**src/rtl/dds_wavegen.sv**
```systemverilog
module dds_wavegen #(
  parameter int PHASE_W  = 32,
  parameter int ADDR_W   = 9,
  parameter int SAMPLE_W = 8,
  parameter int SCALE_W  = 4,
  parameter int SINE_MID = 64
) (
  input  logic                clk,
  input  logic                rst_n,
  input  logic [PHASE_W-1:0]  tune_word,
  input  logic                tune_load,
  input  logic [1:0]          wave_sel,
  input  logic                amp_mul,
  input  logic [SCALE_W-1:0]  amp_scale,
  output logic [SAMPLE_W-1:0] wave_out
);
  localparam int DEPTH = 1 << ADDR_W;
  localparam logic [ADDR_W-1:0]   HALF_A  = ADDR_W'(DEPTH / 2);
  localparam logic [ADDR_W:0]     DEPTH_V = (ADDR_W+1)'(DEPTH);
  localparam logic [ADDR_W:0]     SMAX_V  = (ADDR_W+1)'((1 << SAMPLE_W) - 1);
  localparam logic [SAMPLE_W-1:0] SMAX    = '1;

  function automatic logic [SAMPLE_W-1:0] sine_val(int idx);
    real r;
    r = real'(SINE_MID) + 0.5 +
        real'(SINE_MID) * $sin(2.0 * 3.14159265358979 * real'(idx) / real'(DEPTH));
    return SAMPLE_W'($rtoi(r));
  endfunction

  logic [PHASE_W-1:0]  tune_q, phase_q;
  logic [SAMPLE_W-1:0] sample_q, sample_d, amp_d;
  logic [SAMPLE_W-1:0] sine_rom [DEPTH];

  wire [ADDR_W-1:0] addr = phase_q[PHASE_W-1 -: ADDR_W];

  for (genvar g = 0; g < DEPTH; g++) begin : g_sine
    assign sine_rom[g] = sine_val(g);
  end

  wire [ADDR_W:0] tri_full = (addr <= HALF_A) ? {1'b0, addr} : DEPTH_V - {1'b0, addr};
  wire [SAMPLE_W-1:0] tri_s  = (tri_full > SMAX_V) ? SMAX : tri_full[SAMPLE_W-1:0];
  wire [ADDR_W-1:0]   saw_w  = addr >> 1;
  wire [SAMPLE_W-1:0] sq_s   = (addr < HALF_A) ? SMAX : '0;

  always_comb begin
    case (wave_sel)
      2'd0:    sample_d = sine_rom[addr];
      2'd1:    sample_d = sq_s;
      2'd2:    sample_d = saw_w[SAMPLE_W-1:0];
      default: sample_d = tri_s;
    endcase
  end

  wire [SAMPLE_W+SCALE_W-1:0] prod =
    {{SCALE_W{1'b0}}, sample_q} * {{SAMPLE_W{1'b0}}, amp_scale};
  wire [SAMPLE_W-1:0] quot = (amp_scale == '0) ? '0 :
    sample_q / {{(SAMPLE_W-SCALE_W){1'b0}}, amp_scale};

  assign amp_d = amp_mul ? ((|prod[SAMPLE_W+SCALE_W-1:SAMPLE_W]) ? SMAX : prod[SAMPLE_W-1:0])
                         : quot;

  always_ff @(posedge clk or negedge rst_n) begin
    if (!rst_n) begin
      tune_q   <= '0;
      phase_q  <= '0;
      sample_q <= '0;
      wave_out <= '0;
    end else begin
      if (tune_load) tune_q <= tune_word;
      phase_q  <= phase_q + tune_q;
      sample_q <= sample_d;
      wave_out <= amp_d;
    end
  end

  assert_tune_hold_R1: assert property (@(posedge clk) disable iff (!rst_n)
    !tune_load |=> $stable(tune_q));
  assert_freeze_R11: assert property (@(posedge clk) disable iff (!rst_n)
    (tune_q == '0) |=> $stable(phase_q));
  assert_sine_range_R5: assert property (@(posedge clk) disable iff (!rst_n)
    (wave_sel == 2'd0) |=> (sample_q <= SAMPLE_W'(2 * SINE_MID)));
  assert_div_shrinks_R10: assert property (@(posedge clk) disable iff (!rst_n)
    !amp_mul |=> (wave_out <= $past(sample_q)));
  assert_div_zero_R10: assert property (@(posedge clk) disable iff (!rst_n)
    (!amp_mul && amp_scale == '0) |=> (wave_out == '0));
  assert_mul_grows_R9: assert property (@(posedge clk) disable iff (!rst_n)
    (amp_mul && amp_scale != '0) |=> (wave_out >= $past(sample_q)));
endmodule

```
**config.mk**
```make
export PLATFORM = sky130hd
export DESIGN_NAME = dds_wavegen
export DESIGN_NICKNAME = d
export VERILOG_FILES = /design/src/rtl/dds_wavegen.sv
export SDC_FILE = /design/constraint.sdc
export NUM_CORES = 1
export LEC_CHECK = 0
export BUFFER_PORTS_ARGS = -buffer_cell sky130_fd_sc_hd__buf_2
export CORE_UTILIZATION = 40
export CTS_CLUSTER_DIAMETER = 100
export DETAILED_ROUTE_END_ITERATION = 16
export GPL_TIMING_DRIVEN = 0
export PLACE_DENSITY = 0.59
export SKIP_LAST_GASP = 1
export SYNTH_ARGS = -nofsm -noshare
export SYNTH_HDL_FRONTEND = slang
export SYNTH_SLANG_ARGS = --single-unit
```
**constraint.sdc**
```tcl
create_clock -name clk -period 9 [get_ports clk]
set_clock_uncertainty 0.05 [all_clocks]
set_input_delay 0.9 -clock clk [delete_from_list [all_inputs] [get_ports clk]]
set_output_delay 0.9 -clock clk [all_outputs]
set_load 0.005 [all_outputs]
```
==> PnR_summary.wiki <==
{| class="wikitable"
! Metric !! Value
|-
| Fraction of layout instances using a drive strength above 1 || 0.188
|-
| Syn avg cell area || 8.41 µm²
|-
| Period Utilization, post-route || 1.08
|-
| Clock slew at the register clock pins of the worst setup and hold paths || 0.07 ns
|-
| Buffer levels on the longest clock path || 2
|-
| Largest net degree at the start of global routing || 44
|-
| Reg-to-Reg End || wave_out[0]$_DFF_PN0_
|-
| Area grow syn2layout || 17.4%
|-
| Total wire length || 26.0 mm
|-
| Worst hold-check slack || 0.422 ns
|-
| First-pass GRT wire length || 42.2 mm
|-
| Unrepaired setup endpoints after global routing || true
|-
| Syn Inst Count || 1026
|-
| Port buffer count || 44
|-
| TritonCTS clock tree || done
|-
| Final Hold Fails || 0
|-
| Worst-case headroom to the max-slew limit || 0.485
|-
| Sequential cell area fraction in the yosys report || 0.232
|-
| Inserted Clock Buffers || 9
|-
| Root Buffer || sky130_fd_sc_hd__clkbuf_16
|-
| Critical Path Slowest Stage Cell || sky130_fd_sc_hd__or3_1
|-
| Vias in the first global route || 7949
|-
| Antenna violations before repair || 0
|-
| Number of distinct library cells after synthesis || 81
|-
| Clock H-tree levels || 3
|-
| Overall via count from detail_route || 8242
|-
| Logic depth of the worst register-to-register path || 48
|-
| Beginning of the critical path || amp_scale[0]
|-
| Required time worst endpoint || 9.16 ns
|-
| DR DRC count || 0
|-
| Share of synthesized flip-flops with an asynchronous set or reset || 1.00
|-
| Max-cap violations || 0
|-
| Chip Width || 149 µm
|-
| EDFF count, synth || 0
|-
| Detail Route Antenna Nets || 0
|-
| Final routed wire length divided by cell count || 18.6 µm
|-
| Diode insertion count for antenna repair || 0
|-
| HPWL after DPL || 19.0 mm
|-
| Critical path endpoint || wave_out[0]$_DFF_PN0_
|-
| Number of cell rows || 53
|-
| GRT Overall Usage || 0.241
|-
| Critical path endpoint category || register
|-
| Drt pass-1 iters || 5
|-
| Start-to-end type of the worst setup path || input pin to register
|-
| FF-to-FF setup slack || -0.52 ns
|-
| Slew @ Worst Pin || 0.772 ns
|-
| Area of the die || 0.0222 mm²
|-
| Clock insertion delay at the later pin of the skew report || 0.35 ns
|-
| Violated checks || negative setup slack
|-
| Worst-path maximum fanout || 4
|-
| Setup-violating endpoint count in the final report || 1
|-
| Library cell appearing most often on the critical path || sky130_fd_sc_hd__o21a_1
|-
| Starting utilization of the core area || 0.409
|-
| I/O pin cnt || 50
|-
| Top library cells by usage in the layout, fill and taps aside || sky130_fd_sc_hd__ha_1, sky130_fd_sc_hd__o21ai_0, sky130_fd_sc_hd__dfrtp_1, sky130_fd_sc_hd__nor2_1, sky130_fd_sc_hd__nand2_1
|-
| Predominant post-synthesis flop cell || sky130_fd_sc_hd__dfrtp_1
|-
| Overflow after GRT || 0
|-
| Most frequent standard cell in the layout excluding fill and tap cells || sky130_fd_sc_hd__ha_1
|-
| Arr. time, crit path || 9.93 ns
|-
| Post-detailed-route via-to-cell ratio || 5.87
|-
| Outcome || finished with violations
|-
| Highest cell delay on the worst timing path || 0.41 ns
|-
| Number of clock sinks || 80
|-
| Number of design-rule violations left by the first detailed-router iteration || 675
|-
| Net count of the mapped netlist || 1178
|-
| Height of the die || 149 µm
|-
| Highest Clock Rate || 102 MHz
|-
| Setup WS post-layout || -0.763 ns
|-
| Area of the core region || 0.0211 mm²
|-
| Hold buffers post-CTS || 0
|-
| Final worst path period need || 9.76 ns
|-
| Synthesized flop and latch total || 80
|-
| Post-layout nets || 1275
|-
| Max Slew Vio Count || 0
|-
| Warnings from Yosys || 0
|-
| Min-delay worst type || register to register
|-
| Critical Path Source Type || input pin
|-
| Source of the worst register-to-register timing path || sample_q[7]$_DFF_PN0_
|-
| Share of the core filled with cells || 0.480
|-
| Synth Cell Area || 0.00863 mm²
|-
| Weighted congestion reported at the end of routability-driven placement || 0.974
|}
worst min-delay path by stage:
stage,start,end,slack (ns),depth (start not counted)
2_1_floorplan,phase_q[0]$_DFF_PN0_,phase_q[0]$_DFF_PN0_,0.39,1
3_3_place_gp,phase_q[0]$_DFF_PN0_,phase_q[0]$_DFF_PN0_,0.40,1
3_5_place_dp,phase_q[0]$_DFF_PN0_,phase_q[0]$_DFF_PN0_,0.42,1
4_1_cts,phase_q[0]$_DFF_PN0_,phase_q[0]$_DFF_PN0_,0.43,1
5_1_grt,phase_q[0]$_DFF_PN0_,phase_q[0]$_DFF_PN0_,0.45,1
6_report,phase_q[0]$_DFF_PN0_,phase_q[0]$_DFF_PN0_,0.42,1
kinds of logic after synthesis:
logic type                 count (synthesis)  share of synthesized area
muxes                                     57                     0.0840
and+or+nand+nor                          286                      0.161
AOI/OAI and AO/OA                        330                      0.255
xor gates and xnor gates                  42                     0.0426
buffers and inverters                    121                     0.0545
adders and majority gates                110                      0.171
DFF                                       80                      0.232
flip-flops by register name, indices dropped and copies added (netlist names):
signal / count
tune_q: 32
sample_q: 8
phase_q: 32
wave_out: 8
cell usage after synthesis (7+ instances only):
master	count	area, µm²
sky130_fd_sc_hd__a211o_1	7	61.3
sky130_fd_sc_hd__a211oi_1	22	165
sky130_fd_sc_hd__a21o_1	18	135
sky130_fd_sc_hd__a21oi_1	73	365
sky130_fd_sc_hd__a31oi_1	7	43.8
sky130_fd_sc_hd__and2_1	11	68.8
sky130_fd_sc_hd__buf_1	9	33.8
sky130_fd_sc_hd__clkbuf_1	54	203
sky130_fd_sc_hd__dfrtp_1	80	2000
sky130_fd_sc_hd__fa_1	13	260
sky130_fd_sc_hd__ha_1	97	1210
sky130_fd_sc_hd__inv_1	55	206
sky130_fd_sc_hd__mux2_2	38	428
sky130_fd_sc_hd__mux2i_1	8	80.1
sky130_fd_sc_hd__mux4_2	7	158
sky130_fd_sc_hd__nand2_1	77	289
sky130_fd_sc_hd__nand2b_1	12	75.1
sky130_fd_sc_hd__nand3_1	25	125
sky130_fd_sc_hd__nor2_1	81	304
sky130_fd_sc_hd__nor2b_1	13	81.3
sky130_fd_sc_hd__nor3_1	31	155
sky130_fd_sc_hd__o211ai_1	17	128
sky130_fd_sc_hd__o21a_1	19	143
sky130_fd_sc_hd__o21ai_0	88	440
sky130_fd_sc_hd__o21bai_1	8	60.1
sky130_fd_sc_hd__o22ai_1	8	50.1
sky130_fd_sc_hd__xnor2_1	33	289
sky130_fd_sc_hd__xor2_1	9	78.8
routing by layer:
metal | global-route usage | wire (µm) | vias up
li1 | - | - | 3936
met1 | 0.325 | 11600 | 3911
met2 | 0.393 | 12000 | 335
met3 | 0.0355 | 1750 | 60
met4 | 0.0821 | 703 | 0
met5 | 0 | 0 | -
critical path: cells and delay by family:
| family | cells | cell delay [ns] |
|---|---|---|
| adders and majority gates | 8 | 1.94 |
| and+or+nand+nor | 6 | 1.27 |
| muxes | 2 | 0.49 |
| AOI/OAI and AO/OA | 27 | 4.53 |
| buffers and inverters | 7 | 0.74 |
metrics by stage:
| step | worst slack, ns | area (µm²) | std cells | setup TNS [ns] |
|---|---|---|---|---|
| 4_1_cts | -0.923 | 9970 | 1394 | -0.923 |
| 6_report | -0.763 | 10100 | 1403 | -0.763 |
| 5_1_grt | -1.25 | 10100 | 1403 | -1.25 |
| 3_5_place_dp | -2.19 | 9270 | 1346 | -2.91 |
| 3_3_place_gp | -2.15 | 9240 | 1345 | -2.80 |
| 2_1_floorplan | -0.529 | 8680 | 1026 | -0.529 |
cell type report:
type | instances | area, µm²
Fill cell | 2111 | 11000
Multi-Input combinational cell | 825 | 6440
Sequential cell | 80 | 2000
Timing Repair Buffer | 86 | 577
Tap cell | 275 | 344
Buffer | 66 | 264
Clock buffer | 9 | 225
Inverter | 55 | 210
Clock inverter | 7 | 62.6
timing repair:
action / 4_1_cts / 5_1_grt
pin swaps: 33 / 34
setup buffers: 32 / 9
gates resized for setup: 30 / 13
endpoints found under the setup margin: 2 / 2
Power is not shown: default switching activity piles up to over one toggle a cycle in this logic, so the estimate is an artifact.
